<file path="src/rtl/ramp_conv_pkg.sv">
package ramp_conv_pkg;
  // Phases shared by both ramp sequencers
  typedef enum logic [1:0] {
    PH_IDLE  = 2'd0,
    PH_CLEAR = 2'd1,
    PH_HIGH  = 2'd2,
    PH_LOW   = 2'd3
  } ramp_phase_t;
endpackage

</file>
<file path="src/rtl/offset_trim.sv">
module offset_trim
  import ramp_conv_pkg::*;
#(
  parameter int CODE_W = 8
) (
  input  logic              clk,
  input  logic              rst,
  input  logic              cal_load,
  input  logic [CODE_W-1:0] cal_value,
  input  logic [CODE_W-1:0] raw_count,
  output logic [CODE_W-1:0] trimmed
);
  logic [CODE_W-1:0] offset_q;

  always_ff @(posedge clk) begin
    if (rst)           offset_q <= '0;
    else if (cal_load) offset_q <= cal_value;
  end

  // Subtract with clamp at zero
  always_comb begin
    if (raw_count > offset_q) trimmed = raw_count - offset_q;
    else                      trimmed = '0;
  end

  a_r9_no_wrap: assert property (@(posedge clk) disable iff (rst)
    trimmed <= raw_count);
endmodule

</file>
<file path="src/rtl/ramp_dac_seq.sv">
module ramp_dac_seq
  import ramp_conv_pkg::*;
#(
  parameter int CODE_W = 8
) (
  input  logic              clk,
  input  logic              rst,
  input  logic              start,
  input  logic [CODE_W-1:0] code,
  output logic              pulse,
  output logic              ramp_rst,
  output logic              eoc
);
  localparam logic [CODE_W-1:0] ONE = CODE_W'(1);

  ramp_phase_t       ph;
  logic [CODE_W-1:0] left;

  always_ff @(posedge clk) begin
    if (rst) begin
      ph       <= PH_IDLE;
      left     <= '0;
      pulse    <= 1'b0;
      ramp_rst <= 1'b0;
      eoc      <= 1'b0;
    end else begin
      case (ph)
        PH_IDLE: begin
          if (start) begin
            ph       <= PH_CLEAR;
            ramp_rst <= 1'b1;
            eoc      <= 1'b0;
            left     <= code;
          end
        end
        PH_CLEAR: begin
          ramp_rst <= 1'b0;
          if (left == '0) begin
            ph  <= PH_IDLE;
            eoc <= 1'b1;
          end else begin
            ph    <= PH_HIGH;
            pulse <= 1'b1;
            left  <= left - ONE;
          end
        end
        PH_HIGH: begin
          pulse <= 1'b0;
          ph    <= PH_LOW;
        end
        default: begin
          if (left == '0) begin
            ph  <= PH_IDLE;
            eoc <= 1'b1;
          end else begin
            ph    <= PH_HIGH;
            pulse <= 1'b1;
            left  <= left - ONE;
          end
        end
      endcase
    end
  end

  a_r2_pulse_one_cycle: assert property (@(posedge clk) disable iff (rst)
    pulse |=> !pulse);
  a_r3_clear_one_cycle: assert property (@(posedge clk) disable iff (rst)
    ramp_rst |=> !ramp_rst);
  a_r3_no_pulse_in_clear: assert property (@(posedge clk) disable iff (rst)
    ramp_rst |-> !pulse);
  a_r5_eoc_holds: assert property (@(posedge clk) disable iff (rst)
    (eoc && !start) |=> eoc);
  a_r6_busy_start_ignored: assert property (@(posedge clk) disable iff (rst)
    (!eoc && !ramp_rst && ph != PH_IDLE && start) |=> !ramp_rst);
endmodule

</file>
<file path="src/rtl/ramp_adc_seq.sv">
module ramp_adc_seq
  import ramp_conv_pkg::*;
#(
  parameter int CODE_W = 8
) (
  input  logic              clk,
  input  logic              rst,
  input  logic              start,
  input  logic              cmp,
  input  logic [CODE_W-1:0] trimmed,
  output logic [CODE_W-1:0] count,
  output logic              pulse,
  output logic              ramp_rst,
  output logic              eoc,
  output logic              valid,
  output logic [CODE_W-1:0] data
);
  localparam logic [CODE_W-1:0] ONE      = CODE_W'(1);
  localparam logic [CODE_W-1:0] MAX_CODE = '1;

  ramp_phase_t ph;

  always_ff @(posedge clk) begin
    if (rst) begin
      ph       <= PH_IDLE;
      count    <= '0;
      pulse    <= 1'b0;
      ramp_rst <= 1'b0;
      eoc      <= 1'b0;
      valid    <= 1'b0;
      data     <= '0;
    end else begin
      valid <= 1'b0;
      case (ph)
        PH_IDLE: begin
          if (start) begin
            ph       <= PH_CLEAR;
            ramp_rst <= 1'b1;
            eoc      <= 1'b0;
            count    <= '0;
          end
        end
        PH_CLEAR: begin
          ramp_rst <= 1'b0;
          pulse    <= 1'b1;
          count    <= count + ONE;
          ph       <= PH_HIGH;
        end
        PH_HIGH: begin
          pulse <= 1'b0;
          ph    <= PH_LOW;
        end
        default: begin
          if (cmp) begin
            data  <= trimmed;
            valid <= 1'b1;
            eoc   <= 1'b1;
            ph    <= PH_IDLE;
          end else if (count == MAX_CODE) begin
            data  <= MAX_CODE;
            valid <= 1'b1;
            eoc   <= 1'b1;
            ph    <= PH_IDLE;
          end else begin
            pulse <= 1'b1;
            count <= count + ONE;
            ph    <= PH_HIGH;
          end
        end
      endcase
    end
  end

  a_r7_valid_with_eoc: assert property (@(posedge clk) disable iff (rst)
    valid |-> eoc);
  a_r7_valid_single: assert property (@(posedge clk) disable iff (rst)
    valid |=> !valid);
  a_r3_clear_then_pulse: assert property (@(posedge clk) disable iff (rst)
    ramp_rst |=> pulse);
  a_r9_result_within_count: assert property (@(posedge clk) disable iff (rst)
    valid |-> data <= count);
  a_r10_saturate_full: assert property (@(posedge clk) disable iff (rst)
    (valid && !$past(cmp)) |-> data == MAX_CODE);
endmodule

</file>
<file path="src/rtl/ramp_conv_ctrl.sv">
module ramp_conv_ctrl
  import ramp_conv_pkg::*;
#(
  parameter int CODE_W = 8
) (
  input  logic              clk,
  input  logic              rst,
  input  logic              dac_start,
  input  logic [CODE_W-1:0] dac_code,
  output logic              dac_pulse,
  output logic              dac_ramp_rst,
  output logic              dac_eoc,
  input  logic              adc_start,
  input  logic              adc_cmp,
  output logic              adc_pulse,
  output logic              adc_ramp_rst,
  output logic              adc_eoc,
  output logic              adc_valid,
  output logic [CODE_W-1:0] adc_result,
  input  logic              cal_load,
  input  logic [CODE_W-1:0] cal_value
);
  logic [CODE_W-1:0] raw_count;
  logic [CODE_W-1:0] trimmed;

  ramp_dac_seq #(.CODE_W(CODE_W)) u_dac (
    .clk      (clk),
    .rst      (rst),
    .start    (dac_start),
    .code     (dac_code),
    .pulse    (dac_pulse),
    .ramp_rst (dac_ramp_rst),
    .eoc      (dac_eoc)
  );

  offset_trim #(.CODE_W(CODE_W)) u_trim (
    .clk       (clk),
    .rst       (rst),
    .cal_load  (cal_load),
    .cal_value (cal_value),
    .raw_count (raw_count),
    .trimmed   (trimmed)
  );

  ramp_adc_seq #(.CODE_W(CODE_W)) u_adc (
    .clk      (clk),
    .rst      (rst),
    .start    (adc_start),
    .cmp      (adc_cmp),
    .trimmed  (trimmed),
    .count    (raw_count),
    .pulse    (adc_pulse),
    .ramp_rst (adc_ramp_rst),
    .eoc      (adc_eoc),
    .valid    (adc_valid),
    .data     (adc_result)
  );
endmodule

</file>
<file path="config.mk">
export PLATFORM = sky130hd
export DESIGN_NAME = ramp_conv_ctrl
export DESIGN_NICKNAME = d
export VERILOG_FILES = /design/src/rtl/ramp_conv_pkg.sv /design/src/rtl/offset_trim.sv /design/src/rtl/ramp_dac_seq.sv /design/src/rtl/ramp_adc_seq.sv /design/src/rtl/ramp_conv_ctrl.sv
export SDC_FILE = /design/constraint.sdc
export NUM_CORES = 1
export LEC_CHECK = 0
export BUFFER_PORTS_ARGS = -buffer_cell sky130_fd_sc_hd__buf_2
export CORE_MARGIN = 3
export CORE_UTILIZATION = 55
export CTS_BUF_LIST = sky130_fd_sc_hd__clkbuf_8
export DETAILED_ROUTE_END_ITERATION = 8
export MAX_ROUTING_LAYER = met4
export PLACE_DENSITY_LB_ADDON = 0.08
export SLEW_MARGIN = 40
export SYNTH_ARGS = -nofsm -noshare
export SYNTH_HDL_FRONTEND = slang
export SYNTH_HIERARCHICAL = 1
export SYNTH_SLANG_ARGS = --single-unit
</file>
<file path="constraint.sdc">
create_clock -name clk -period 6.1 [get_ports clk]
set_clock_uncertainty 0.1 [all_clocks]
set_input_delay 1.83 -clock clk [delete_from_list [all_inputs] [get_ports clk]]
set_output_delay 1.83 -clock clk [all_outputs]
set_load 0.01 [all_outputs]
</file>
==> results of run 1 <==
cell families after synthesis:
group	synth area share
simple gates	0.194
mux	0.0362
xor+xnor	0.0106
compound gates	0.271
flops	0.346
fa+ha+maj	0.0785
buf+inv	0.0629
synth_stat cells, types with 2 or more instances:
cell type	instances
inv_1	24
nand4_1	6
nor3_1	8
o211ai_1	2
o21ai_0	6
ha_1	14
nand2b_1	2
o221a_2	8
and3_1	2
buf_6	2
nand2_1	16
o311ai_0	5
buf_1	2
or3_1	3
nor2_1	28
nand3_1	11
or4b_1	3
xor2_1	2
o21ai_1	6
clkbuf_1	7
a21oi_1	18
nand3b_1	2
o21a_1	2
a21o_1	7
and2_1	2
o41ai_2	5
buf_2	2
a211oi_1	6
nor2b_1	4
dfxtp_1	43
a21oi_2	2
a31oi_1	5
mux2i_1	9
cell usage in the layout (no fill, tap or decap), types with 8 or more instances in the layout:
master,n
a21oi_1,18
buf_2,36
dfxtp_1,43
ha_1,14
inv_1,25
mux2i_1,9
nand2_1,16
nand3_1,11
nor2_1,27
nor3_1,8
o221a_2,8
state kept, by name (all words and copies together), names as in the netlist:
| name | count |
|---|---|
| u_adc/count | 8 |
| u_adc/valid | 1 |
| u_dac/ph | 2 |
| u_adc/pulse | 1 |
| u_trim/offset_q | 8 |
| u_adc/data | 8 |
| u_dac/left | 8 |
| u_dac/eoc | 1 |
| u_adc/ramp_rst | 1 |
| u_adc/ph | 2 |
| u_adc/eoc | 1 |
| u_dac/pulse | 1 |
| u_dac/ramp_rst | 1 |
final cells by class:
cell class / instances / area, um2
clock buffers: 5 / 68.8
clock inverters: 3 / 16.3
fillers: 367 / 1420
inverters: 24 / 90.1
multi-input cells: 205 / 1470
flip-flops and latches: 43 / 861
well taps: 50 / 62.6
repair buffers: 36 / 180
critical path, delay by kind of cell:
| family | cells | cell delay [ns] |
|---|---|---|
| simple gates | 2 | 0.63 |
| compound gates | 2 | 0.72 |
| buf+inv | 1 | 0.11 |
per-stage QoR:
| stage | instances | power, mW |
|---|---|---|
| floorplan | 285 | 0.521 |
| detailed placement | 358 | 0.572 |
| finish | 366 | 0.739 |
| global placement | 358 | 0.569 |
| CTS | 366 | 0.744 |
| global route | 366 | 0.791 |
per-layer routing:
metal / up-vias / GRT usage
met2: 47 / 0.340
met3: 2 / 0.0331
li1: 1114 / -
met4: 0 / 0.0553
met5: - / -
met1: 973 / 0.257
worst max-delay path by stage:
stage | start | to | slack [ns] | cells past startpoint
after global routing | rst | u_adc/count[3] | 2.79 | 4
after detailed placement | rst | u_adc/count[6] | 2.61 | 4
after floorplan | adc_start | u_adc/count[4] | 2.92 | 5
after CTS | rst | u_adc/count[6] | 2.90 | 4
final | adc_start | u_adc/count[6] | 2.90 | 5
after global placement | rst | u_adc/count[5] | 2.61 | 4
power by group through the flow:
stage / combinational [mW] / sequential (mW) / clock [mW]
2_1_floorplan: 0.185 / 0.335 / 0
3_3_place_gp: 0.232 / 0.337 / 0
3_5_place_dp: 0.235 / 0.337 / 0
4_1_cts: 0.237 / 0.331 / 0.177
5_1_grt: 0.267 / 0.335 / 0.188
6_report: 0.238 / 0.331 / 0.171
==> results.md, run 1 <==
* DR pass1 iterations at 4
* CTS root buf: clkbuf_8
* Status: complete, no violations
* PnR worst setup slack at 2.90 ns
* Die Area at 0.00536 mm2
* Area leader, netlist: dfxtp_1
* TNS Setup at 0 ns
* FF-to-FF End: u_adc/count[6]
* CTS resizes at 0
* Worst path cell trace: buf_2 > nor2b_1 > a221o_2 > or3_1 > o41ai_2
* Worst Hold Path EP: u_dac/left[1]
* Worst hold path type: reg -> reg
* Largest net degree at the start of global routing at 36
* Int Power at 482 uW
* RR Startpoint: u_adc/ph[0]
* TritonCTS clock tree: built
* Slew @ Worst Pin at between 0.7 and 0.8 ns
* Max FO, Critical Path at 10
* WL met3 at about 210 um
* Net Sw Frac at 0.348
* Port bufs at 36
* Synthesized area per cell at 8.72 um2
* Max Used Layer: met4
* Worst reg2reg path depth at 6
* Final #Nets at 352
* Layout area overhead at 10.6%
* CORE AREA at around 0.0042 mm2
* Flop pwr share at 0.448
* Hpwl dp at 3720 um
* Unrepaired setup endpoints after global routing: false
* Postcts setup bufs at 0
* Top achievable clock speed at roughly 310 MHz
* Worst setup EP type: flop
* Setup Viol. Count Final at 0
* Core Rows at 23
* Clock latency on the worst-skew pair at roughly 0.28 ns
* Number of synthesized register bits at 43
* P_leak at around 1.2 nW
* Crit-path slowest cell: or3_1
* I/O Pins at 37
* Initial antenna violation count at 0
* Num CTS Buffers at 5
* Warnings, synthesis at 6
* Fin. Hold Viols at 0
* Synth cell types at 54
* Combinational share of power at 0.321
* Clock tree sinks at 43
* DRT iter0 DRCs at 120
* WS Path Type: in -> reg
* # diodes at 0
* Overflow after GRT at 0
* CTS H-tree depth at 2
* Setup slack, reg-to-reg at 3.38 ns
* Vias in the first global route at roughly 1900
* Max-Cap Viols at 0
* Sequential share of the synthesized area at 0.346
* Die width at 73.2 um
* Worst slew margin at 0.522
* Post-synth EDFFs at 0
* Min-delay src: u_dac/left[1]
* Share of layout cells above drive strength 1 at 0.203
* P per Cell Area at ~270 mW/mm2
* NetSw at 257 uW
* Die height at 73.2 um
* DR vias/cell at 5.84
* CTS clk-pin slew, worst paths at 0.08 ns
* GP Congestion at about 0.87
* Layout Utilization at 0.659
* Period utilization at 0.524
* Period minus WS final at 3.20 ns
* CTS max path bufs at 2
* Crit path largest cell delay at 0.55 ns
* Post-synth ARST share at 0
* Share of the synthesized area in the top cell type at 0.346
* Drt drc at 0
* Place WS at 2.61 ns
* Clock network power share at 0.231
* WL met2 at 2430 um
* Fin. max-slew vios at 0
* Vias at 2136
* Arrival @ worst endpoint at 3.29 ns
* DRT met1 WL at 2450 um
* WHS Path Cells at 2
* WP data required at 6.19 ns
* Fin area at 0.00275 mm2
* Cts hold-fix bufs at 0
* Hold Worst Slack at 0.367 ns
* WL final at 5120 um
* Mapped Area at 0.00249 mm2
* First-pass GRT wire length at ~8600 um
* Final ANT Viol Nets at 0
* Total GRT Usage at 0.205
* Syn Nets at 322
* Initial core utilization at 0.596
* Synth top area cells: dfxtp_1 (35%), ha_1 (7.0%), nor2_1 (4.2%), a21oi_1 (3.6%), mux2i_1 (3.6%)
* Startpoint types: input pin
* Area post-placement at roughly 0.0027 mm2
* Syn Inst Count at 285
* Worst vdd ir at 157 uV
* Drt wl/cell at 14.0 um
* Top_reg_cell synth: dfxtp_1
Note: power is estimated with default switching activity, not from simulation.
==> run 2, diff against run 1 <==
--- a/config.mk
+++ b/config.mk
@@ -7,7 +7,7 @@
 export LEC_CHECK = 0
 export BUFFER_PORTS_ARGS = -buffer_cell sky130_fd_sc_hd__buf_2
 export CORE_MARGIN = 3
-export CORE_UTILIZATION = 55
+export CORE_UTILIZATION = 53
 export CTS_BUF_LIST = sky130_fd_sc_hd__clkbuf_8
 export DETAILED_ROUTE_END_ITERATION = 8
 export MAX_ROUTING_LAYER = met4
==> constraint.sdc (replaced) <==
create_clock -name clk -period 2.6 [get_ports clk]
set_clock_uncertainty 0.1 [all_clocks]
set_input_delay 0.78 -clock clk [delete_from_list [all_inputs] [get_ports clk]]
set_output_delay 0.78 -clock clk [all_outputs]
set_load 0.01 [all_outputs]
==> run 2 against run 1 <==
  * Worst hold slack improved by 0.0023 ns
  * Largest power group unchanged
  * Sequential share of layout area fell by 0.61 points
  * Critical path type is now reg -> reg
  * Cell count rose by 2.2%
  * Global-route usage increased by 0.60 points
  * Count of clock-buffer cells in the layout grew 1
==> results.md, run 2 (synthesis results as in run 1) <==
* Die Area at 0.00555 mm2 (+3.5%)
* DRT iter0 DRCs at 133 (+11%)
* Startpoint types: flop
* Hpwl dp at 3920 um (+5.3%)
* Worst reg2reg path depth at 7 (+1)
* Num CTS Buffers at 5 (unchanged)
* Port bufs at 36 (unchanged)
* DR pass1 iterations at 4 (unchanged)
* Clock latency on the worst-skew pair at 0.29 ns (about the same)
* # diodes at 0 (unchanged)
* P per Cell Area at 630 mW/mm2 (+130%)
* DR vias/cell at 5.92 (+1.4%)
* Share of layout cells above drive strength 1 at 0.217 (+0.0149)
* CTS clk-pin slew, worst paths at 0.08 ns (about the same)
* First-pass GRT wire length at 8980 um (+4.6%)
* Total GRT Usage at 0.211 (+0.00598)
* Clock network power share at 0.239 (+0.008)
* WS Path Type: reg -> reg
* Fin. max-slew vios at 0 (unchanged)
* Area post-placement at 0.00272 mm2 (+2.1%)
* CTS root buf: clkbuf_8
* Die width at 74.5 um (+1.7%)
* WP data required at 2.65 ns (-3.54 ns)
* Worst vdd ir at 423 uV (+170%)
* Overall power at 1.77 mW (+140%)
* Fin. Hold Viols at 0 (unchanged)
* Int Power at 1.17 mW (+140%)
* CTS resizes at 0 (unchanged)
* Period utilization at 0.940
* Setup Viol. Count Final at 0 (unchanged)
* Period minus WS final at 2.44 ns
* Filler cells at 409 (+11%)
* CORE AREA at 0.00444 mm2 (+6.5%)
* I/O Pins at 37 (unchanged)
* Layout area overhead at 12.8%
* Drt wl/cell at 14.2 um (+1.4%)
* Drt drc at 0 (unchanged)
* Final ANT Viol Nets at 0 (unchanged)
* Overflow after GRT at 0 (unchanged)
* Max-Cap Viols at 0 (unchanged)
* Top achievable clock speed at between 400 and 500 MHz
* Die height at 74.5 um (+1.7%)
* WL final at 5310 um (+3.6%)
* Vias at 2214 (+3.7%)
* Unrepaired setup endpoints after global routing: false
* WHS Path Cells at 2 (unchanged)
* Cts hold-fix bufs at 0 (unchanged)
* WL met2 at 2340 um (-3.9%)
* Max Used Layer: met4
* Final #Nets at 359 (+2.0%)
* GP Congestion at 0.857 (-2.0%)
* Largest net degree at the start of global routing at 19 (-47%)
* Status: complete, no violations
* Hold Worst Slack at 0.369 ns (+0.00234 ns)
* Worst hold path type: reg -> reg
* Arrival @ worst endpoint at 2.49 ns (-0.80 ns)
* DRT met1 WL at 2740 um (+12%)
* CTS H-tree depth at 2 (unchanged)
* Worst setup EP type: flop
* Layout Utilization at 0.631 (-0.0279)
* WL met3 at 201 um (-5.6%)
* Initial core utilization at 0.559 (-0.0364)
* Vias in the first global route at 1950 (+0.83%)
* NetSw at 598 uW (+130%)
* Worst slew margin at 0.463 (-0.0596)
* Postcts setup bufs at 0 (unchanged)
* TNS Setup at 0 ns (unchanged)
* Clock tree sinks at 43 (unchanged)
* Core Rows at 24 (+4.3%)
* Fin area at 0.00281 mm2 (+2.0%)
* TritonCTS clock tree: built
* Commonest non-fill, non-tap cell in the layout: dfxtp_1
* Net Sw Frac at 0.338 (-0.00970)
* Combinational share of power at 0.322 (about the same)
* P_leak at 1.22 nW (+3.2%)
* Initial antenna violation count at 0 (unchanged)
* Commonest cells after routing, fill and taps aside: dfxtp_1 (43), buf_2 (36), nor2_1 (28)
* Max FO, Critical Path at 9 (-1)
* Flop pwr share at 0.439 (-0.009)
* Slew @ Worst Pin at 0.803 ns (+0.0864 ns)
* CTS max path bufs at 2 (unchanged)
run 2: layer usage:
metal,global-route usage,vias up
met4,0.0613,0
li1,-,1126
met5,-,-
met1,0.302,1039
met2,0.299,47
met3,0.0419,2
run 2: final cells by class:
cell class / instances / area [um2] / area share
Clock inverter: 1 / 5.00 / 0.00178
Inverter: 24 / 90.1 / 0.0321
Multi-Input combinational cell: 205 / 1470 / 0.524
Tap cell: 52 / 65.1 / 0.0232
Timing Repair Buffer: 43 / 233 / 0.0830
Clock buffer: 6 / 82.6 / 0.0294
Sequential cell: 43 / 861 / 0.307
run 2: path summary, 6_finish.rpt:
| check | slack (ns) | startpoint | endpoint |
|---|---|---|---|
| worst max-delay path | 0.16 | u_adc/ph[0] | u_adc/count[3] |
| worst min-delay path | 0.37 | u_dac/pulse | u_dac/pulse |
| worst max register to register | 0.16 | u_adc/ph[0] | u_adc/count[3] |
| worst min register to register | 0.37 | u_dac/pulse | u_dac/pulse |
run 2: through the flow:
stage | cells | worst slack, ns
after floorplan | 285 | 0.356
after global placement | 367 | 0.268
after detailed placement | 367 | 0.241
after CTS | 374 | 0.173
after global routing | 374 | 0.0293
final | 374 | 0.157
run 2: power groups by stage:
stage / registers, mW / clock network (mW) / logic (mW)
floorplan: 0.787 / 0 / 0.435
finish: 0.776 / 0.423 / 0.570
global placement: 0.789 / 0 / 0.561
detailed placement: 0.790 / 0 / 0.563
global route: 0.786 / 0.466 / 0.637
CTS: 0.775 / 0.441 / 0.567
run 2: worst max-delay path: stages, from the launching register on:
cell      delay, ns
dfxtp_1        0.40
inv_1          0.14
ha_1           0.31
nor2b_1        0.21
a221o_2        0.32
buf_4          0.17
o311ai_0       0.48
o41ai_2        0.17
